File: src/rtl/mod60_pkg.sv
package mod60_pkg;

    // Action a digit stage takes at the next clock edge.
    typedef enum logic [1:0] {
        ACT_HOLD = 2'd0,
        ACT_STEP = 2'd1,
        ACT_WRAP = 2'd2
    } step_act_t;

endpackage

File: src/rtl/digit_stage.sv
module digit_stage
    import mod60_pkg::*;
#(
    parameter int MODULUS = 10,
    parameter int WIDTH   = $clog2(MODULUS)
) (
    input  logic             clk,
    input  logic             rst,
    input  logic             step_en,
    output logic [WIDTH-1:0] value,
    output logic             carry
);

    localparam logic [WIDTH-1:0] LAST = WIDTH'(MODULUS - 1);

    step_act_t act;
    logic      at_last;

    // Decide the action for the coming edge.
    always_comb begin
        at_last = (value == LAST);
        if (!step_en)
            act = ACT_HOLD;
        else if (at_last)
            act = ACT_WRAP;
        else
            act = ACT_STEP;
    end

    // State register.
    always_ff @(posedge clk) begin
        if (rst) begin
            value <= '0;
        end else begin
            unique case (act)
                ACT_HOLD: value <= value;
                ACT_STEP: value <= value + 1'b1;
                ACT_WRAP: value <= '0;
            endcase
        end
    end

    // Outputs: carry into the next stage.
    always_comb begin
        carry = at_last && step_en;
    end

endmodule

File: src/rtl/mod60_ticker.sv
module mod60_ticker #(
    parameter  int UNITS_MOD = 10,
    parameter  int TENS_MOD  = 6,
    localparam int UW        = $clog2(UNITS_MOD),
    localparam int TW        = $clog2(TENS_MOD)
) (
    input  logic          clk,
    input  logic          rst,
    input  logic          en,
    output logic [UW-1:0] units,
    output logic [TW-1:0] tens,
    output logic          tc59
);

    logic units_carry;

    digit_stage #(
        .MODULUS (UNITS_MOD),
        .WIDTH   (UW)
    ) i_units (
        .clk     (clk),
        .rst     (rst),
        .step_en (en),
        .value   (units),
        .carry   (units_carry)
    );

    digit_stage #(
        .MODULUS (TENS_MOD),
        .WIDTH   (TW)
    ) i_tens (
        .clk     (clk),
        .rst     (rst),
        .step_en (units_carry),
        .value   (tens),
        .carry   (tc59)
    );

endmodule

File: config.mk
export PLATFORM = sky130hd
export DESIGN_NAME = mod60_ticker
export DESIGN_NICKNAME = d
export VERILOG_FILES = /design/src/rtl/mod60_pkg.sv /design/src/rtl/digit_stage.sv /design/src/rtl/mod60_ticker.sv
export SDC_FILE = /design/constraint.sdc
export NUM_CORES = 1
export LEC_CHECK = 0
export ABC_AREA = 0
export BUFFER_PORTS_ARGS = -buffer_cell sky130_fd_sc_hd__buf_2
export CORE_AREA = 5 5 42 44
export DETAILED_ROUTE_END_ITERATION = 8
export DIE_AREA = 0 0 47 49
export SETUP_SLACK_MARGIN = 0.3
export SYNTH_ARGS = -nofsm -noshare
export SYNTH_HDL_FRONTEND = slang
export SYNTH_SLANG_ARGS = --single-unit
File: constraint.sdc
create_clock -name clk -period 1.45 [get_ports clk]
set_clock_uncertainty 0.05 [all_clocks]
set_input_delay 0.2175 -clock clk [delete_from_list [all_inputs] [get_ports clk]]
set_output_delay 0.2175 -clock clk [all_outputs]
set_load 0.02 [all_outputs]
* Yosys cells after proc, flatten, opt, wreduce, memory -nomap -nowiden *
Index checks and enable logic that the tools add are counted.

word-level totals
  output and inout bits = 8
  register bits = 7
  logic and storage cells = 20
  input port bits = 3

cells by class
  add/sub/neg operators = 2
  muxes and demuxes = 6
  eq/ne operators = 6
  reduce and logical (&&, ||, !) cells = 4

operators by type and width
  kind                 number
  $mux 2               4
  $pmux 4 s2           1
  $pmux 3 s2           1
  $add 4x1->4 const B  1
  $eq 2x1->1 const B   2
  $eq 2x2->1 const B   2
  $eq 4x4->1 const B   1
  $logic_not 2->1      2
  $add 3x1->3 const B  1
  $eq 3x3->1 const B   1
  $logic_and 1x1->1    2

* Longest topological paths before layout *
  depth after elaboration = 5
  gate-level depth with buffers = 5
  depth with buffers taken out = 5

* By module *
From an unflattened synthesis, not the netlist that was laid out.

unflattened totals
  cells, all modules = 38
  area total of the unflattened synthesis = 364.1 µm²

modules (own cells, without submodules)
  module                 seq. area each (µm²)  area each (µm²)  cells an instance  times used
  digit_stage (i_units)  80.1                  201.4            21                 1
  digit_stage (i_tens)   60.1                  162.7            17                 1

* Least setup slack after synthesis *
OpenSTA, ideal clock, no wires.

  kind = register to output
  start point = reg i_units.value[0]
  end point = out tc59
  cell stages (with the launch flop) = 4
  arrival time = 1244 ps
  slack = -61 ps
  path buffers = 0
  cell sequence = dfxtp_1 > ha_1 > nand4b_1 > nor2_1

on the way
  word-level cells in the longest chain between the ends = 3

ends and longest elaborated chain
  what                            line                source
  start: declaration              digit_stage.sv:10   output logic [WIDTH-1:0] value,
  start signal: assignment        digit_stage.sv:36   ACT_HOLD: value <= value;
  start signal: assignment        digit_stage.sv:37   ACT_STEP: value <= value + 1'b1;
  $eq 4x4->1                      digit_stage.sv:21   at_last = (value == LAST);
  $logic_and 1x1->1 (2 in a row)  digit_stage.sv:45   carry = at_last && step_en;
  end: declaration                mod60_ticker.sv:12  output logic tc59

Every way passes these cells.

* Final worst setup path *
  start point = reg i_units.value[1]
  end point = out tc59

The elaborated chain is that of the path after synthesis.

==> results.json <==
{
  "outcome": "finished, violations left",
  "violations": "setup timing",
  "first_global_vias": 367,
  "area_occupied_by_registers_sq_um": 151,
  "cts_tree": "done",
  "clockRootBuffer": "sky130_fd_sc_hd__clkbuf_4",
  "hold_class": "in2reg",
  "drive_above_1_share": 0.509,
  "grt_max_degree": 9,
  "later_pin_clock_latency_in_the_skew_report_ns": 0.25,
  "worst_ir_drop_vdd_mv": 0.309,
  "htree_levels": 1,
  "top_level_ports": 11,
  "synth.top_cells.by_area": "sky130_fd_sc_hd__dfxtp_1 (39%), sky130_fd_sc_hd__ha_1 (14%), sky130_fd_sc_hd__nand3b_1 (8.4%)",
  "total_power_uw": 427,
  "post_synthesis_compound_gate_area_fraction": 0.0836,
  "synth_top_family_by_area": "simple AND/OR/NAND/NOR gates",
  "worst_path_required_time_ns": 1.18,
  "leakage_nw": 0.220,
  "worst_relative_slew_slack": 0.789,
  "final_cell_mix": "sky130_fd_sc_hd__buf_2 (6), sky130_fd_sc_hd__a21oi_1 (5), sky130_fd_sc_hd__buf_6 (5), sky130_fd_sc_hd__nand3b_1 (4)",
  "power_density_nw_per_um2": 769,
  "ys_types": 15,
  "rsz_0062_raised_after_global_routing": "yes",
  "number_of_max_slew_violations_in_the_final_report": 0,
  "critPathKind": "reg2out",
  "simple_gate_share_of_the_synthesized_area": 0.317,
  "route.detailed.drc": 0,
  "fin_worst_hold_slack_ns": 0.177,
  "timing.max_cap.violations": 0,
  "vias_per_cell": 4.82,
  "hold_violation_count_in_the_final_report": 0,
  "core_area_sq_um": 1400,
  "die_w_um": 47,
  "start_kind": "register",
  "fin_ws_ns": -0.0479,
  "starting_density": 0.256,
  "global_route.overflow_total": 0,
  "synth_warnings": 0,
  "die_height_um": 49,
  "antenna_found_initial": 0,
  "maximum_number_of_buffers_from_clock_root_to_sink": 2,
  "yosysSeqAreaShare": 0.390,
  "dr.pass1.iters": 4,
  "mappedNetlistNets": 46,
  "cp_max_fo": 3,
  "rows": 14,
  "netlist_area_sq_um": 359,
  "final.fill_count": 163,
  "avgRoutedWirePerCell_um": 12.0,
  "gp_routability_congestion": 0.633,
  "die_area_sq_um": 2300,
  "finalCoreUtilization": 0.396,
  "worstMarginPinSlew_ns": 0.313,
  "drt-total-wl_um": 879,
  "layout.cells.most_common": "sky130_fd_sc_hd__buf_2",
  "period_needed_ns": 1.50,
  "postRouteAntennaNets": 0,
  "dpl.cell_count": 68,
  "end_kind": "output pin",
  "post_synth_inst_count": 39,
  "synth_top_area_share": 0.390,
  "globalRouteTotalUtil": 0.0910,
  "synth.area.mux_share": 0,
  "post_synth_xor_area_fraction": 0.0488,
  "ys_ff_latch": 7,
  "area_taken_by_multi_input_logic_gates_sq_um": 241,
  "layout_worst_path_cycle_share": 1.03,
  "tritoncts_buffer_count": 3,
  "clk_transition_reported_paths_ns": 0.05,
  "grt_pass1_wl_um": 1500,
  "hpwlAfterDp_um": 603,
  "cts-hold-fix-buffers": 0,
  "port-buffer-count": 10,
  "synthesis.area_per_instance_sq_um": 9.21,
  "clock_sink_count": 7,
  "final_net_count": 65,
  "yosys.area.top_type": "sky130_fd_sc_hd__dfxtp_1",
  "area_growth_from_synthesis_to_layout_pct": 54.7,
  "detail_route.iter0.violations": 6,
  "antenna-diode-count": 0,
  "setup_viol": 1,
  "worst-endpoint-arrival_ns": 1.23,
  "vias": 352,
  "fmaxAchievable_mhz": 668,
  "synth_fa_ha_area_frac": 0.139,
  "finalNonFillerCells": 73
}
## area by class of cell
class,count,area share
tap,16,0.0360
multi-input combinational,30,0.435
sequential,7,0.273
timing repair buffer,14,0.196
inverter,2,0.0135
clock buffer,4,0.0473
## path summary, 6_finish.rpt
kind | cells after the start | slack [ns] | to | from
max | 5 | -0.05 | tc59 | i_units.value[1]$_SDFFE_PP0P_
min | 2 | 0.18 | i_units.value[0]$_SDFFE_PP0P_ | rst
max reg2reg | 6 | 0.20 | i_units.value[0]$_SDFFE_PP0P_ | i_units.value[1]$_SDFFE_PP0P_
min reg2reg | 2 | 0.42 | i_tens.value[1]$_SDFFE_PP0P_ | i_tens.value[1]$_SDFFE_PP0P_
## critical path, stage by stage, from the launching register on
cell                       delay [ns]
sky130_fd_sc_hd__dfxtp_4         0.34
sky130_fd_sc_hd__inv_2           0.06
sky130_fd_sc_hd__ha_4            0.12
sky130_fd_sc_hd__nand4b_1        0.20
sky130_fd_sc_hd__nor2_4          0.14
sky130_fd_sc_hd__buf_6           0.12
## stage by stage
stage	setup TNS (ns)	worst slack, ns	cell area (sq um)
floorplan	0	0.194	388
finish	-0.0479	-0.0479	556
global route	-0.114	-0.114	556
detailed placement	0	0.171	480
CTS	-0.0823	-0.0823	549
global placement	0	0.176	480
## cell usage after synthesis
cell,instances
sky130_fd_sc_hd__nand2_1,4
sky130_fd_sc_hd__nand4b_1,1
sky130_fd_sc_hd__dfxtp_1,7
sky130_fd_sc_hd__xor2_1,2
sky130_fd_sc_hd__nor3_1,2
sky130_fd_sc_hd__nand3b_1,4
sky130_fd_sc_hd__a21oi_1,5
sky130_fd_sc_hd__o21ai_0,1
sky130_fd_sc_hd__ha_1,4
sky130_fd_sc_hd__nor2_1,2
sky130_fd_sc_hd__nand2b_1,2
sky130_fd_sc_hd__nand4_1,1
sky130_fd_sc_hd__and4b_4,1
sky130_fd_sc_hd__nor3_2,1
sky130_fd_sc_hd__inv_1,2
## state kept, by name (all words and copies together), names as in the netlist
| signal | flops |
|---|---|
| i_tens.value | 3 |
| i_units.value | 4 |
## logic make-up after synthesis
family	after synthesis
DFF	7
AOI/OAI and AO/OA	6
and+or+nand+nor	18
buffers and inverters	2
adders and majority gates	4
xor gates and xnor gates	2
## report_power, final
group	internal, mW	total (mW)	switching, mW
combinational	0.0247	0.0487	0.0241
clock	0.105	0.178	0.0732
sequential	0.196	0.200	0.00436
total	0.326	0.427	0.102
## layer usage
| layer | GRT usage | wire length [um] | up-vias |
|---|---|---|---|
| met5 | 0 | 0 | - |
| met4 | 0.0691 | 5 | 0 |
| met3 | 0.0221 | 51 | 2 |
| met2 | 0.131 | 403 | 11 |
| met1 | 0.111 | 419 | 166 |
| li1 | - | - | 173 |
## repair_timing
action | 4_1_cts | 5_1_grt
gates resized for setup | 11 | 3
endpoints found under the hold margin | 0 | 0
setup buffers | 1 | 0
endpoints found under the setup margin | 6 | 10
pin swaps | 2 | 2
Note: power is estimated with default switching activity, not from simulation.
